$ cat src/rtl/pid_pkg.sv
package pid_pkg;

    localparam int ADDR_W = 5;

    localparam logic [ADDR_W-1:0] OFF_MASK   = 5'h00;
    localparam logic [ADDR_W-1:0] OFF_TYPE0  = 5'h04;
    localparam logic [ADDR_W-1:0] OFF_TYPE1  = 5'h08;
    localparam logic [ADDR_W-1:0] OFF_TYPE2  = 5'h0C;
    localparam logic [ADDR_W-1:0] OFF_STATUS = 5'h10;

    typedef enum logic [2:0] {
        MODE_FALL,
        MODE_RISE,
        MODE_BOTH,
        MODE_LOW,
        MODE_HIGH
    } trig_mode_e;

    // level selection dominates; then the dual-edge plane; then polarity
    function automatic trig_mode_e decode_mode(input logic t2, input logic t1, input logic t0);
        trig_mode_e m;
        if (t1)      m = t0 ? MODE_HIGH : MODE_LOW;
        else if (t2) m = MODE_BOTH;
        else         m = t0 ? MODE_RISE : MODE_FALL;
        return m;
    endfunction

endpackage

$ cat src/rtl/pid_regs.sv
module pid_regs
    import pid_pkg::*;
#(
    parameter int WIDTH = 32
) (
    input  logic              clk,
    input  logic              rst_n,
    input  logic              wr_en,
    input  logic [ADDR_W-1:0] wr_addr,
    input  logic [WIDTH-1:0]  wr_data,
    output logic [WIDTH-1:0]  mask_q,
    output logic [WIDTH-1:0]  type0_q,
    output logic [WIDTH-1:0]  type1_q,
    output logic [WIDTH-1:0]  type2_q,
    output logic [WIDTH-1:0]  clr_mask
);

    always_ff @(posedge clk or negedge rst_n) begin
        if (!rst_n) begin
            mask_q  <= '0;
            type0_q <= '0;
            type1_q <= '0;
            type2_q <= '0;
        end else if (wr_en) begin
            case (wr_addr)
                OFF_MASK:  mask_q  <= wr_data;
                OFF_TYPE0: type0_q <= wr_data;
                OFF_TYPE1: type1_q <= wr_data;
                OFF_TYPE2: type2_q <= wr_data;
                default: ;
            endcase
        end
    end

    always_comb begin
        clr_mask = '0;
        if (wr_en && wr_addr == OFF_STATUS) clr_mask = wr_data;
    end

endmodule

$ cat src/rtl/pid_detect.sv
module pid_detect
    import pid_pkg::*;
#(
    parameter int WIDTH = 32
) (
    input  logic             clk,
    input  logic             rst_n,
    input  logic [WIDTH-1:0] pin_in,
    input  logic [WIDTH-1:0] type0_q,
    input  logic [WIDTH-1:0] type1_q,
    input  logic [WIDTH-1:0] type2_q,
    output logic [WIDTH-1:0] cur_q,
    output logic [WIDTH-1:0] hit
);

    logic [WIDTH-1:0] prev_q;

    always_ff @(posedge clk or negedge rst_n) begin
        if (!rst_n) begin
            cur_q  <= '0;
            prev_q <= '0;
        end else begin
            cur_q  <= pin_in;
            prev_q <= cur_q;
        end
    end

    for (genvar i = 0; i < WIDTH; i++) begin : g_pin
        trig_mode_e mode;
        logic       hit_bit;

        always_comb begin
            mode = decode_mode(type2_q[i], type1_q[i], type0_q[i]);
            unique case (mode)
                MODE_FALL: hit_bit = prev_q[i] & ~cur_q[i];
                MODE_RISE: hit_bit = ~prev_q[i] & cur_q[i];
                MODE_BOTH: hit_bit = prev_q[i] ^ cur_q[i];
                MODE_LOW:  hit_bit = ~cur_q[i];
                MODE_HIGH: hit_bit = cur_q[i];
                default:   hit_bit = 1'b0;
            endcase
        end

        assign hit[i] = hit_bit;
    end

endmodule

$ cat src/rtl/pid_status.sv
module pid_status #(
    parameter int WIDTH = 32
) (
    input  logic             clk,
    input  logic             rst_n,
    input  logic [WIDTH-1:0] hit,
    input  logic [WIDTH-1:0] mask_q,
    input  logic [WIDTH-1:0] clr_mask,
    output logic [WIDTH-1:0] status_q
);

    // a trigger in the clearing cycle is applied after the clear, so it survives
    always_ff @(posedge clk or negedge rst_n) begin
        if (!rst_n) status_q <= '0;
        else        status_q <= (status_q & ~clr_mask) | (hit & mask_q);
    end

endmodule

$ cat src/rtl/pin_irq_detector.sv
module pin_irq_detector
    import pid_pkg::*;
#(
    parameter int WIDTH = 32
) (
    input  logic              clk,
    input  logic              rst_n,
    input  logic [WIDTH-1:0]  pin_in,
    input  logic              wr_en,
    input  logic [ADDR_W-1:0] wr_addr,
    input  logic [WIDTH-1:0]  wr_data,
    input  logic [ADDR_W-1:0] rd_addr,
    output logic [WIDTH-1:0]  rd_data,
    output logic              irq
);

    logic [WIDTH-1:0] mask_q;
    logic [WIDTH-1:0] type0_q;
    logic [WIDTH-1:0] type1_q;
    logic [WIDTH-1:0] type2_q;
    logic [WIDTH-1:0] clr_mask;
    logic [WIDTH-1:0] cur_q;
    logic [WIDTH-1:0] hit;
    logic [WIDTH-1:0] status_q;

    pid_regs #(.WIDTH(WIDTH)) u_regs (
        .clk      (clk),
        .rst_n    (rst_n),
        .wr_en    (wr_en),
        .wr_addr  (wr_addr),
        .wr_data  (wr_data),
        .mask_q   (mask_q),
        .type0_q  (type0_q),
        .type1_q  (type1_q),
        .type2_q  (type2_q),
        .clr_mask (clr_mask)
    );

    pid_detect #(.WIDTH(WIDTH)) u_detect (
        .clk     (clk),
        .rst_n   (rst_n),
        .pin_in  (pin_in),
        .type0_q (type0_q),
        .type1_q (type1_q),
        .type2_q (type2_q),
        .cur_q   (cur_q),
        .hit     (hit)
    );

    pid_status #(.WIDTH(WIDTH)) u_status (
        .clk      (clk),
        .rst_n    (rst_n),
        .hit      (hit),
        .mask_q   (mask_q),
        .clr_mask (clr_mask),
        .status_q (status_q)
    );

    always_comb begin
        case (rd_addr)
            OFF_MASK:   rd_data = mask_q;
            OFF_TYPE0:  rd_data = type0_q;
            OFF_TYPE1:  rd_data = type1_q;
            OFF_TYPE2:  rd_data = type2_q;
            OFF_STATUS: rd_data = status_q;
            default:    rd_data = '0;
        endcase
    end

    assign irq = |(status_q & mask_q);

endmodule

$ cat config.mk
export PLATFORM = sky130hd
export DESIGN_NAME = pin_irq_detector
export DESIGN_NICKNAME = d
export VERILOG_FILES = /design/src/rtl/pid_pkg.sv /design/src/rtl/pid_regs.sv /design/src/rtl/pid_detect.sv /design/src/rtl/pid_status.sv /design/src/rtl/pin_irq_detector.sv
export SDC_FILE = /design/constraint.sdc
export NUM_CORES = 1
export LEC_CHECK = 0
export BUFFER_PORTS_ARGS = -buffer_cell sky130_fd_sc_hd__buf_2
export CAP_MARGIN = 40
export CORE_UTILIZATION = 60
export CTS_CLUSTER_DIAMETER = 60
export DETAILED_ROUTE_END_ITERATION = 6
export PLACE_DENSITY = 0.81
export REMOVE_ABC_BUFFERS = 1
export SYNTH_ARGS = -nofsm -noshare
export SYNTH_HDL_FRONTEND = slang
export SYNTH_SLANG_ARGS = --single-unit
$ cat constraint.sdc
create_clock -name clk -period 8.42 [get_ports clk]
set_clock_uncertainty 0.05 [all_clocks]
set_input_delay 2.526 -clock clk [delete_from_list [all_inputs] [get_ports clk]]
set_output_delay 2.526 -clock clk [all_outputs]
set_load 0.03 [all_outputs]
=== After elaboration in Yosys (flattened, before gate mapping) ===
Index checks and enable logic that the tools add are counted.

* Input port bits: 77
* Logic and storage cells: 510
* Bits in registers: 224
* Output and inout bits: 33

* Bitwise logic cells: 165
* Multiplexer cells: 162
* Equality and inequality tests: 136
* Reductions and logical operators: 40

{| class="wikitable"
|+ Operators with widths
! cell !! number
|-
| 2-to-1 mux 3 bit || 96
|-
| == test 3 x 2 -> 1 bit, second input constant || 64
|-
| case mux 1 bit (5 select lines) || 32
|-
| case mux 32 bit (5 select lines) || 1
|-
| bitwise AND 32 bit || 3
|-
| == test 3 x 1 -> 1 bit, second input constant || 32
|-
| == test 3 bit, second input constant || 32
|-
| logical NOT 3 bit || 32
|-
| bitwise AND 1 bit || 64
|-
| inverter 1 bit || 64
|-
| 2-to-1 mux 1 bit || 32
|-
| 2-to-1 mux 32 bit || 1
|-
| inverter 32 bit || 1
|-
| bitwise OR 32 bit || 1
|-
| OR reduction 32 bit || 1
|-
| bitwise XOR 1 bit || 32
|-
| == test 5 x 4 -> 1 bit, second input constant || 4
|-
| == test 5 x 3 -> 1 bit, second input constant || 2
|-
| == test 5 bit, second input constant || 2
|-
| logical NOT 5 bit || 2
|-
| AND reduction 2 bit || 4
|-
| logical AND 1 bit || 1
|}

=== Longest topological paths before layout ===
Gate-level depths: netlist of run 1.

* Depth after elaboration: 7
* Gate-level depth with buffers: 6

=== Hierarchy ===
From an unflattened synthesis of run 1, not the netlist that was laid out.

* Cell total of the unflattened synthesis: 1028
* Area total of the unflattened synthesis: 11853.9 um^2

{| class="wikitable"
|+ By module, submodules not included
! module !! instances !! sequential area each (um^2) !! area each (um^2) !! cells each
|-
| pid_regs || 1 || 3203.1 || 5056.1 || 312
|-
| pid_detect || 1 || 1601.5 || 4083.9 || 416
|-
| pin_irq_detector || 1 || 0.0 || 1392.6 || 172
|-
| pid_status || 1 || 800.8 || 1321.3 || 128
|}

=== Least setup slack after synthesis of run 1 ===
OpenSTA, ideal clock, no wires.

* Path kind: input port to output port
* Start point: input port rd_addr[2]
* End point: output port rd_data[0]
* Stages on the path: 6
* Path buffers: 3
* Path slack: 2075 ps
* Data arrival time: 3769 ps
* Data required time: 5844 ps
* Cells stage by stage: buf_4 or4_1 clkbuf_1 buf_6 o22ai_1 a21o_1

* Word-level cells in the longest chain between the ends: 2

{| class="wikitable"
|+ Ends and longest elaborated chain
! item !! RTL line !! text
|-
| start: declaration || pin_irq_detector.sv:12 || <nowiki>input logic [ADDR_W-1:0] rd_addr,</nowiki>
|-
| == test 5 bit, or another cell as far along || pin_irq_detector.sv:60 || <nowiki>case (rd_addr)</nowiki>
|-
| case mux 32 bit (5 select lines) * || pin_irq_detector.sv:60 ||
|-
| end: declaration || pin_irq_detector.sv:13 || <nowiki>output logic [WIDTH-1:0] rd_data,</nowiki>
|}

Every way passes the cells marked *; elsewhere a longest branch is shown, timed or not.

=== Worst setup path after layout of run 1 ===
* Start point: input port rd_addr[4]
* End point: output port rd_data[9]

Same word-level chain as after synthesis.

==> results.cfg, run 1 <==
[status]
status = finished clean

[setup_path]
critPathArrivalTime_ps = 4660
crit_top_cell = buf_2
path_class = in2out
worst-path-max-fanout = 17
cpLargestDelayFamily = simple AND/OR/NAND/NOR gates
slowest_stage = or4b_1
path_cells = buf_2, or4b_1, buf_4, o22ai_1, a21o_1, buf_2
end_kind = primary output
startpoint_type = input pin
path_buf_inv = 3
required_ps = 5840
critPathMaxStageDelay_ps = 910

[layout]
drive_gt1_share_pct = 27.77
nFillCells = 1371
most-common-layout-cells = 224 x dfrtp_1, 125 x mux2_2, 108 x buf_2, 96 x mux2i_1
regArea_um2 = 5605
nets = 1190
n_antenna_cell = 0
final_common_cell = dfrtp_1
syn2layout_area_growth_pct = 14.05
final_cells = 1300
multi_input_area_um2 = 5369

[power_and_ir_drop]
p_leak_nw = 6.752
fin_total_pwr_mw = 3.042
cellPowerDensity_nw_per_um2 = 233.3
peakVddDrop_v = 0.0001931

[placement]
gp_congestion = 0.8037
hpwlAfterDp_um = 16080
place_ws_ps = 1206
dp.cells = 1256
portBuffers = 109

[clock_network]
htreeDepth = 1
hold_buffers = 0
cts_setup_buffers = 0
ctsResizeCount = 0
clk_path_buf_depth = 3
clock_sinks = 224
cts_tree = built
cts-root-buf = clkbuf_16
numCtsBuffers = 25
insertion_delay_ps = 520
clk_pin_slew_ps = 60

[logic_synthesis]
ys_seq_area_share_pct = 49.02
async_flop_share_pct = 100.0
yosysTopAreaCell = dfrtp_1
synthCells = 937
synth-seq-cells = 224
yosysTopAreaCellShare_pct = 49.02
synth_area_um2 = 11430
synth_edf_count = 0
synthDistinctLibCells = 31
avgSynthCellArea_um2 = 12.20
synth_ff_type = dfrtp_1
synth_area_leaders = dfrtp_1 49%, mux2_2 12%, mux2i_1 8.4%
yosys_warnings = 0

[routing]
drt-total-wl_um = 25070
drc = 0
dr.pass1.iters = 4
wl_per_cell_um = 19.28
ant_nets = 0
drt-initial-drc-count = 387
vias_per_cell = 5.995
vias = 7794

[grt]
antenna_found_initial = 2
grt_util_all_layers_pct = 26.39
grt_max_degree = 88
grt_pass1_vias = 7823
grt_pass1_wl_um = 40680
grt_overflow = 0

[timing]
tns_ps = 0
maxSlewHeadroom_pct = 48.19
worst_pin_slew_ps = 777.1
fin_crit_sh_pct = 85.89
holdWs_ps = 396.3
slew_violations = 0
rsz0062_at_grt = false
hold_viol = 0
fin_crit_ps = 7232
setup_viol = 0
layout_setup_ws_ps = 1188
fmax_ghz = 0.1383

[die]
die_area_um2 = 19610
die_h_um = 140.1
start_util_pct = 61.13
die_w_um = 140.1
io_pins = 110
core_um2 = 18710
num_rows = 50

[worst_hold_path]
hold_class = reg2reg

[flow_run]
maxCapViolCount = 0
-- kinds of logic (layout without fill, tap and decap cells) --
family | Yosys count | after routing | synth area share (%)
DFF | 224 | 224 | 49.02
buffers and inverters | 103 | 232 | 4.245
muxes | 224 | 224 | 21.01
adders and majority gates | 64 | 64 | 7.003
AOI/OAI and AO/OA | 143 | 143 | 9.060
xor gates and xnor gates | 32 | 32 | 2.451
and+or+nand+nor | 147 | 147 | 7.211
-- cell usage after synthesis, types with 4 or more instances --
master / number
a21oi_1: 32
a21o_1: 31
xor2_1: 32
o22ai_1: 31
nand2_1: 33
and3b_1: 32
nand3_1: 32
dfrtp_1: 224
buf_2: 19
clkbuf_1: 6
ha_1: 64
nand4_1: 4
buf_6: 9
mux2_2: 125
nor2_1: 36
a32o_1: 32
a22oi_1: 16
mux2i_1: 96
inv_1: 64
-- state kept, by name (all words and copies together) (netlist names) --
| name | cells |
|---|---|
| u_detect.cur_q | 32 |
| u_detect.prev_q | 32 |
| u_regs.mask_q | 32 |
| u_regs.type0_q | 32 |
| u_regs.type1_q | 32 |
| u_regs.type2_q | 32 |
| u_status.status_q | 32 |
-- power by group --
part | total (mW) | internal (mW) | switching, mW
combinational | 0.522 | 0.283 | 0.239
clock | 1.08 | 0.653 | 0.424
sequential | 1.44 | 1.25 | 0.190
-- worst paths after layout --
kind / from / to / slack, ps / cells after the start
setup / recovery: rd_addr[4] / rd_data[9] / 1190 / 6
hold / removal: u_detect.cur_q[2] / u_detect.prev_q[2] / 400 / 0
setup reg to reg: u_detect.cur_q[19] / u_status.status_q[19] / 7020 / 5
hold reg to reg: u_detect.cur_q[2] / u_detect.prev_q[2] / 400 / 0
max in group asynchronous: rst_n / u_detect.cur_q[14] / 5100 / 2
min in group asynchronous: rst_n / u_detect.prev_q[15] / 1960 / 1
-- layer usage --
metal,global-route usage (%),share of wire (%),vias to the layer above
met5,0,0.052,-
met4,7.692,2.3,2
met3,5.744,6.2,44
met2,41.89,47,220
met1,36.60,45,3922
li1,-,-,3606
-- metrics by stage --
step                      area, µm²  utilization [%]
after global placement        12160            65.01
after CTS                     13040            69.72
after detailed placement      12220            65.30
final                         13040            69.72
after floorplan               11190                -
after global routing          13040            69.72
-- worst reg2reg max path, stage by stage, from the launching register on --
cell	delay (ps)
dfrtp_1	450
inv_1	70
ha_1	270
and3b_1	140
a21oi_1	40
a32o_1	260
-- cell type report --
type | instances | share of cell area, %
clock buffers | 38 | 5.862
clock inverters | 6 | 0.4701
multi-input cells | 610 | 41.17
repair buffers | 124 | 5.430
inverters | 64 | 1.842
flip-flops and latches | 224 | 42.98
well taps | 234 | 2.245
Note: power is estimated with default switching activity, not from simulation.
==> inputs of run 2 (changes only) <==
Settings changed: CTS_BUF_LIST set to sky130_fd_sc_hd__clkbuf_8, PLACE_DENSITY 0.81 to 0.8, SYNTH_HIERARCHICAL set to 1.
==> results.cfg, run 2 <==
[clock_network]
clk_pin_slew_ps = 50
hold_buffers = 0
clock_sinks = 224
cts_tree = built
numCtsBuffers = 39
insertion_delay_ps = 520
cts-root-buf = clkbuf_8
cts_setup_buffers = 0
clk_path_buf_depth = 3
ctsResizeCount = 0
htreeDepth = 2

[setup_path]
reg2reg_slack_ps = 6950
reg2reg_to = u_status/status_q[5]
end_kind = primary output
path_class = in2out
r2r_start = u_detect/cur_q[5]
worst-path-max-fanout = 47
worstRegToRegCells = 7
startpoint_type = input pin
critPathArrivalTime_ps = 4430
required_ps = 5840

[logic_synthesis]
synthDistinctLibCells = 30
synth_area_um2 = 11850
yosysMostFrequentCell = dfrtp_1
synth_xor_area_share_pct = 2.364
async_flop_share_pct = 100.0
synth_adder_area_share_pct = 6.755
ys_seq_area_share_pct = 47.29
synthCells = 1028
synth_compound_area_share_pct = 9.795
synth_edf_count = 0
synth_simple_gate_area_share_pct = 5.900
synth_top_family_by_area = multiplexers
synth_mux_area_share_pct = 20.60
synth_common_cells = 224 x dfrtp_1, 122 x mux2_2, 97 x nand2_1, 96 x inv_1
yosysTopAreaCell = dfrtp_1
synth-seq-cells = 224
synth_area_leaders = dfrtp_1 47%, mux2_2 12%, ha_1 6.8%
synth_ff_type = dfrtp_1
yosysTopAreaCellShare_pct = 47.29
avgSynthCellArea_um2 = 11.53
yosys_warnings = 6

[routing]
dr.pass1.iters = 5
drt-initial-drc-count = 359
wl_per_cell_um = 17.16
vias_per_cell = 5.490
drt-total-wl_um = 24200
ant_nets = 0
vias = 7741
drc = 0

[timing]
slew_violations = 0
tns_ps = 0
fin_crit_ps = 7005
holdWs_ps = 388.1
fmax_ghz = 0.1427
hold_viol = 0
rsz0062_at_grt = false
setup_viol = 0
maxSlewHeadroom_pct = 41.68
fin_crit_sh_pct = 83.20
layout_setup_ws_ps = 1415
worst_pin_slew_ps = 874.7

[power_and_ir_drop]
cellPowerDensity_nw_per_um2 = 222.3
peakVddDrop_v = 0.0001216
p_leak_nw = 6.932
fin_total_pwr_mw = 2.918

[die]
io_pins = 110
die_area_um2 = 20320
die_w_um = 142.6
num_rows = 51
die_h_um = 142.6
start_util_pct = 61.11
core_um2 = 19400

[placement]
hpwlAfterDp_um = 15510
gp_congestion = 0.7789
place_ws_ps = 1419
portBuffers = 109

[layout]
nFillCells = 1497
post-route-util_pct = 67.66
drive_gt1_share_pct = 29.26
final_common_cell = dfrtp_1
nets = 1261
syn2layout_area_growth_pct = 10.72
most-common-layout-cells = 224 x dfrtp_1, 122 x mux2_2, 107 x buf_2, 106 x inv_1, 96 x nand2_1
n_antenna_cell = 0

[grt]
grt_overflow = 0
grt_pass1_wl_um = 39030
grt_util_all_layers_pct = 24.74
grt_pass1_vias = 7743
grt_max_degree = 106
antenna_found_initial = 0

[worst_hold_path]
hold_end = u_detect/prev_q[26]
min_from = u_detect/cur_q[26]
hold_class = reg2reg
min_path_cells = 0

[flow_run]
maxCapViolCount = 0

[status]
status = finished clean
## run 2: cell count changes after synthesis, sizes merged, moves of 26 or more
cell / before / now
nor2: 36 / 2
a32o: 32 / 0
mux2: 128 / 160
xnor2: 0 / 32
buf: 33 / 59
nand2: 33 / 97
o21ai: 0 / 64
and2: 0 / 33
nand3: 32 / 0
and3b: 32 / 0
xor2: 32 / 0
mux2i: 96 / 64
inv: 64 / 96
## run 2: final cells by class
type | instances | area (µm²) | share of cell area (%)
multi-input combinational | 641 | 5389 | 41.06
sequential | 224 | 5605 | 42.71
tap | 265 | 331.6 | 2.526
timing repair buffer | 118 | 658.1 | 5.014
clock buffer | 50 | 688.2 | 5.243
clock inverter | 16 | 92.59 | 0.7054
inverter | 96 | 360.3 | 2.745
## run 2: cell families (layout without fill, tap and decap cells)
logic type / after synthesis / count (layout)
compound gates: 176 / 176
xor+xnor: 32 / 32
fa+ha+maj: 64 / 64
buf+inv: 163 / 280
flops: 224 / 224
mux: 224 / 224
simple gates: 145 / 145
## run 2: per-layer routing
metal | up-vias | share of wire, % | global-route usage, % | wire length, µm
met5 | - | 0 | 0 | 0
met4 | 0 | 2.7 | 9.451 | 658
met3 | 51 | 4.4 | 4.105 | 1066
met2 | 194 | 48 | 39.96 | 11560
met1 | 3810 | 45 | 33.54 | 10920
li1 | 3686 | - | - | -
## run 2: power by group
part | internal, mW | switching [mW]
combinational | 0.277 | 0.237
clock | 0.560 | 0.421
sequential | 1.24 | 0.180
total | 2.08 | 0.838
## run 2: worst max path at each step
stage	startpoint	endpoint	slack, ps
final	rd_addr[3]	rd_data[11]	1410
after global routing	rd_addr[3]	rd_data[22]	1290
after CTS	rd_addr[3]	rd_data[22]	1420
after detailed placement	rd_addr[3]	rd_data[22]	1420
after global placement	rd_addr[3]	rd_data[10]	1470
after floorplan	rd_addr[1]	rd_data[0]	1970
## run 2: per-stage QoR
stage,cells,instance area [µm²]
global route,1410,13130
CTS,1410,13130
finish,1410,13130
floorplan,961,11350
global placement,1342,12300
detailed placement,1344,12340
## run 2: critical path, cell delays in order
cell,delay (ps)
buf_4,640
buf_4,490
mux2i_1,250
o22ai_1,140
a21o_1,190
buf_2,170
